## src/rtl/bcm_pkg.sv

```systemverilog
package bcm_pkg;

  // Sequencer states of the multiplier controller
  typedef enum logic [1:0] {
    SEQ_IDLE,
    SEQ_LAUNCH,
    SEQ_ITER
  } seq_state_t;

endpackage

```

## src/rtl/bcm_deviation.sv

```systemverilog
// Distance of an operand below the base 2^W, held in W+1 bits so that an
// operand of zero yields exactly 2^W.
module bcm_deviation #(
  parameter int W = 8
) (
  input  logic [W-1:0] opnd,
  output logic [W:0]   dev
);

  localparam logic [W:0] BASE = {1'b1, {W{1'b0}}};

  always_comb begin
    dev = BASE - {1'b0, opnd};
  end

endmodule

```

## src/rtl/bcm_shiftadd.sv

```systemverilog
// Iterative unsigned multiplier: one multiplier bit per cycle.
module bcm_shiftadd #(
  parameter int XW = 9,
  parameter int PW = 2 * XW
) (
  input  logic          clk,
  input  logic          rst,
  input  logic          go,
  input  logic [XW-1:0] x,
  input  logic [XW-1:0] y,
  output logic          busy,
  output logic          done,
  output logic [PW-1:0] prod
);

  localparam int CW = $clog2(XW + 1);

  logic [PW-1:0] mcand;
  logic [XW-1:0] mplier;
  logic [CW-1:0] cnt;

  always_ff @(posedge clk) begin
    if (rst) begin
      busy   <= 1'b0;
      done   <= 1'b0;
      prod   <= '0;
      mcand  <= '0;
      mplier <= '0;
      cnt    <= '0;
    end else begin
      done <= 1'b0;
      if (go) begin
        prod   <= '0;
        mcand  <= PW'(x);
        mplier <= y;
        cnt    <= CW'(XW);
        busy   <= 1'b1;
      end else if (busy) begin
        if (mplier[0]) begin
          prod <= prod + mcand;
        end
        mcand  <= mcand << 1;
        mplier <= mplier >> 1;
        cnt    <= cnt - CW'(1);
        if (cnt == CW'(1)) begin
          busy <= 1'b0;
          done <= 1'b1;
        end
      end
    end
  end

  AST_COUNT_LIVE: assert property (@(posedge clk) disable iff (rst)
    busy |-> (cnt != '0));

  AST_GO_WHEN_IDLE: assert property (@(posedge clk) disable iff (rst)
    go |-> !busy);

  AST_ITER_SPAN: assert property (@(posedge clk) disable iff (rst)
    go |=> busy);

endmodule

```

## src/rtl/bcm_merge.sv

```systemverilog
// Signed combination: coarse term shifted by W plus the deviation product.
module bcm_merge #(
  parameter int W = 8
) (
  input  logic [W-1:0]        opnd,
  input  logic [W:0]          dev_other,
  input  logic [2*W+1:0]      fine,
  output logic signed [W+1:0] coarse,
  output logic [2*W+1:0]      full
);

  localparam int FW = 2 * W + 2;

  logic [FW-1:0] shifted;

  always_comb begin
    coarse  = $signed({2'b00, opnd}) - $signed({1'b0, dev_other});
    shifted = {coarse, {W{1'b0}}};
    full    = shifted + fine;
  end

endmodule

```

## src/rtl/basecomp_mul.sv

```systemverilog
module basecomp_mul
  import bcm_pkg::*;
#(
  parameter int W = 8
) (
  input  logic           clk,
  input  logic           rst,
  input  logic           start,
  input  logic [W-1:0]   op_a,
  input  logic [W-1:0]   op_b,
  output logic           busy,
  output logic           done,
  output logic [2*W-1:0] product
);

  localparam int DW = W + 1;
  localparam int PW = 2 * DW;
  localparam logic [W+1:0] BASE_EXT = (W + 2)'(1) << W;

  seq_state_t state;

  logic [W-1:0]        a_q;
  logic [W-1:0]        b_q;
  logic [DW-1:0]       dev_a;
  logic [DW-1:0]       dev_b;
  logic                mul_go;
  logic                mul_busy;
  logic                mul_done;
  logic [PW-1:0]       mul_prod;
  logic signed [W+1:0] coarse;
  logic [PW-1:0]       merged;

  bcm_deviation #(.W(W)) u_dev_a (.opnd(a_q), .dev(dev_a));
  bcm_deviation #(.W(W)) u_dev_b (.opnd(b_q), .dev(dev_b));

  assign mul_go = (state == SEQ_LAUNCH);

  bcm_shiftadd #(.XW(DW), .PW(PW)) u_fine (
    .clk  (clk),
    .rst  (rst),
    .go   (mul_go),
    .x    (dev_a),
    .y    (dev_b),
    .busy (mul_busy),
    .done (mul_done),
    .prod (mul_prod)
  );

  bcm_merge #(.W(W)) u_merge (
    .opnd      (a_q),
    .dev_other (dev_b),
    .fine      (mul_prod),
    .coarse    (coarse),
    .full      (merged)
  );

  always_ff @(posedge clk) begin
    if (rst) begin
      state   <= SEQ_IDLE;
      a_q     <= '0;
      b_q     <= '0;
      busy    <= 1'b0;
      done    <= 1'b0;
      product <= '0;
    end else begin
      done <= 1'b0;
      case (state)
        SEQ_IDLE: begin
          if (start) begin
            a_q   <= op_a;
            b_q   <= op_b;
            busy  <= 1'b1;
            state <= SEQ_LAUNCH;
          end
        end
        SEQ_LAUNCH: begin
          state <= SEQ_ITER;
        end
        SEQ_ITER: begin
          if (mul_done) begin
            product <= merged[2*W-1:0];
            done    <= 1'b1;
            busy    <= 1'b0;
            state   <= SEQ_IDLE;
          end
        end
        default: state <= SEQ_IDLE;
      endcase
    end
  end

  // Alternative cross-subtraction, used only by the checks below
  logic signed [W+1:0] coarse_alt;
  assign coarse_alt = $signed({2'b00, b_q}) - $signed({1'b0, dev_a});

  AST_CROSS_EQUAL: assert property (@(posedge clk) disable iff (rst)
    busy |-> (coarse == coarse_alt));

  AST_DEV_SUM: assert property (@(posedge clk) disable iff (rst)
    busy |-> (({1'b0, dev_a} + {2'b00, a_q}) == BASE_EXT));

  AST_FINE_TERM: assert property (@(posedge clk) disable iff (rst)
    mul_done |-> (mul_prod == (PW'(dev_a) * PW'(dev_b))));

  AST_NO_OVERFLOW: assert property (@(posedge clk) disable iff (rst)
    mul_done |-> (merged[PW-1:2*W] == 2'b00));

  AST_DONE_PULSE: assert property (@(posedge clk) disable iff (rst)
    done |=> !done);

  AST_BUSY_RISE: assert property (@(posedge clk) disable iff (rst)
    (start && !busy) |=> busy);

  AST_START_IGNORED: assert property (@(posedge clk) disable iff (rst)
    (start && busy) |=> ($stable(a_q) && $stable(b_q)));

  AST_PRODUCT_HOLD: assert property (@(posedge clk) disable iff (rst)
    !$stable(product) |-> done);

  AST_DONE_CLEARS_BUSY: assert property (@(posedge clk) disable iff (rst)
    done |-> !busy);

endmodule

```

## config.mk

```make
export PLATFORM = sky130hd
export DESIGN_NAME = basecomp_mul
export DESIGN_NICKNAME = d
export VERILOG_FILES = /design/src/rtl/bcm_pkg.sv /design/src/rtl/bcm_deviation.sv /design/src/rtl/bcm_shiftadd.sv /design/src/rtl/bcm_merge.sv /design/src/rtl/basecomp_mul.sv
export SDC_FILE = /design/constraint.sdc
export NUM_CORES = 1
export LEC_CHECK = 0
export CORE_UTILIZATION = 30
export CTS_CLUSTER_DIAMETER = 50
export DETAILED_ROUTE_END_ITERATION = 10
export PLACE_DENSITY_LB_ADDON = 0.08
export REMOVE_ABC_BUFFERS = 1
export SKIP_LAST_GASP = 1
export SLEW_MARGIN = 20
export SYNTH_ARGS = -nofsm -noshare
export SYNTH_HDL_FRONTEND = slang
export SYNTH_SLANG_ARGS = --single-unit
```

## constraint.sdc

```tcl
create_clock -name clk -period 6.5 [get_ports clk]
set_input_delay 0.975 -clock clk [delete_from_list [all_inputs] [get_ports clk]]
set_output_delay 0.975 -clock clk [all_outputs]
set_load 0.01 [all_outputs]
```

==> key figures <==
Outcome
  • Outcome: complete, no violations

CTS
  • TritonCTS Buffers: 9
  • CTS resizes: 0
  • Clk sinks: 83
  • Clk_lat worst skew: 0.35 ns
  • Clock Tree Root: clkbuf_16
  • CTS max path bufs: 2
  • CTS Hold Buffers Added: 0
  • H-Tree Depth: 3
  • Clk pin slew, worst setup/hold paths: 0.06 ns
  • Post-CTS Setup Bufs: 0
  • CTS tree: done

Yosys
  • Ys flop type: dfxtp_1
  • Average size of a mapped cell: 8.29 sq um
  • Post-Synthesis Cells: 549
  • Count of cell types in the netlist: 54
  • Sequential fraction of the synthesis area: 0.365
  • Asr flop ratio synth: 0
  • Synth warn: 0
  • Post-synth EDFFs: 0
  • Post-Synthesis Cell Area: 4550 sq um
  • #FFs+latches synth: 83

Critical path
  • CP Class: reg -> reg
  • R2r setup slk: 2.88 ns
  • Critical Path RT: 6.77 ns
  • Critical path launch point type: flop
  • CP arrival: 3.88 ns
  • Reg2reg end: product[15]$_SDFFE_PP0P_
  • Crit. End Element: flop
  • R2r startpoint: b_q[0]$_SDFFE_PP0P_
  • Maximum fanout along the worst path: 6
  • R2r worst-path depth: 15
  • CP Launch Point: b_q[0]$_SDFFE_PP0P_

Placement
  • I/O Buffers: 36
  • Post-DP Area: 5060 sq um
  • Pre-CTS setup slack: 2.87 ns
  • Hpwl dp: 8010 um
  • GPL Wtd Cong: 0.819

Die
  • Initial Utilization: 0.311
  • Core ar.: 14600 sq um
  • Die Wd: 125 um
  • Cell Rows: 44
  • Die ar.: 15700 sq um
  • I/O pin count: 37
  • Die height: 125 um

Routing
  • DRT iter0 DRCs: 121
  • Vias: 3730
  • Post-DR wirelength/cell: 14.5 um
  • Antenna viol nets, final: 0
  • DRT Wirelength: 11100 um
  • First-pass DRT Iterations: 6
  • # DRC: 0
  • Vias per Instance: 4.90

Global route
  • Largest net degree at the start of global routing: 37
  • First-pass GRT wire length: 18200 um
  • Initial antenna violation count: 0
  • Vias in the first global route: 3627
  • Total gr overflow: 0
  • All-Layer GR Usage: 0.148

Power and ir drop
  • Cell Pwr Density: 251 nW/um^2
  • Leak: 1.98 nW
  • Final Power: 1.34 mW
  • Maximum VDD drop: 0.113 mV

Layout
  • Utilization after layout: 0.365
  • Nets: 628
  • Layout area overhead: 17.4%
  • Most frequent cells in the layout: nand2_1 (92), dfxtp_1 (83), a21oi_1 (59)
  • Commonest non-fill, non-tap cell in the layout: nand2_1
  • Cell area after layout: 5340 sq um
  • Fraction of layout cells with a size suffix above 1: 0.0484
  • Layout fillers: 1542
  • Register area: 1660 sq um
  • Multi-input gate area: 2700 sq um
  • Antenna diode count: 0

STA
  • Endpoints failing hold: 0
  • Minimum clock period: 3.62 ns
  • Fmax achieved: 276 MHz
  • Slew @ Worst Pin: 0.828 ns
  • Tcrit/Tclk final: 0.557
  • Unrepaired setup endpoints after global routing: false
  • Setup TNS: 0 ns
  • Final setup vio count: 0
  • Slew HR: 0.447
  • Clock Skews: 0.00575 ns
  • Final WS setup: 2.88 ns
  • Max Slew Vio Count: 0

Hold path
  • Hold depth: 2
  • Hold Path Class: reg -> reg
  • Hold Startpoint: product[5]$_SDFFE_PP0P_
  • Worst hold path endpoint: product[5]$_SDFFE_PP0P_

Flow run
  • Maxcap violations: 0
kinds of logic after synthesis:
kind of cell	count (synthesis)	share of synthesized area
compound gates	127	0.173
xor+xnor	40	0.0770
fa+ha+maj	36	0.103
buf+inv	47	0.0421
flops	83	0.365
mux	21	0.0462
simple gates	195	0.194
cell usage after synthesis (all sizes together), types with 2 or more instances:
library cell,instances,area (sq um)
nor2b,8,50.1
nor3b,2,20.0
nor3,12,71.3
ha,31,388
a21o,2,15.0
inv,21,78.8
o211ai,3,27.5
o21ai,18,90.1
or3,2,12.5
o21a,4,30.0
nand3,10,50.1
maj3,2,21.3
a211oi,29,223
xnor2,27,236
nand4,2,12.5
and2,3,18.8
a21boi,2,15.0
a21oi,60,304
xor2,13,114
buf,7,41.3
nor2,47,176
mux2i,21,210
o21bai,2,15.0
nand2,93,352
and3b,2,17.5
clkbuf,19,71.3
dfxtp,83,1660
nor4,4,25.0
nand2b,4,25.0
fa,3,60.1
worst max path at each step:
stage,end
2_1_floorplan,product[15]$_SDFFE_PP0P_
3_3_place_gp,product[15]$_SDFFE_PP0P_
4_1_cts,product[15]$_SDFFE_PP0P_
3_5_place_dp,product[15]$_SDFFE_PP0P_
6_report,product[15]$_SDFFE_PP0P_
5_1_grt,product[15]$_SDFFE_PP0P_
layout make-up:
cell class,count,share of cell area
Clock buffer,11,0.0454
Clock inverter,3,0.00749
Inverter,21,0.0148
Multi-Input combinational cell,419,0.505
Sequential cell,83,0.311
Tap cell,184,0.0431
Timing Repair Buffer,41,0.0735
power breakdown:
group | switching [mW] | internal, mW
Combinational | 0.152 | 0.125
Clock | 0.207 | 0.303
Sequential | 0.0245 | 0.531
flip-flops by register name, indices dropped and copies added, names as in the netlist:
name / flops
done: 1
state: 2
u_fine.busy: 1
u_fine.mplier: 9
busy: 1
u_fine.done: 1
b_q: 8
u_fine.mcand: 16
product: 16
a_q: 8
u_fine.prod: 16
u_fine.cnt: 4
layer usage:
metal | global-route usage | wire length [um] | up-vias | part of all wire
li1 | - | - | 1956 | -
met1 | 0.185 | 5380 | 1706 | 0.49
met2 | 0.249 | 5170 | 58 | 0.47
met3 | 0.0351 | 347 | 10 | 0.031
met4 | 0.0538 | 180 | 0 | 0.016
met5 | 0 | 0 | - | 0
metrics by stage:
step,hold WS (ns),instances
after global placement,0.442,748
after CTS,0.457,762
after floorplan,0.443,523
after detailed placement,0.444,748
after global routing,0.475,762
final,0.453,762
critical path, stage by stage (launching register included):
cell and delay (ns):
dfxtp_1 0.46, inv_1 0.08, ha_1 0.31, inv_1 0.08
fa_1 0.43, nand2_1 0.08, nand2_1 0.05, maj3_1 0.39
maj3_2 0.30, a21oi_1 0.19, xnor2_1 0.09, ha_1 0.21
o41ai_1 0.37, xnor2_1 0.14, xnor2_1 0.15, a211oi_2 0.21
No activity file was read; power rests on OpenSTA's default activity.
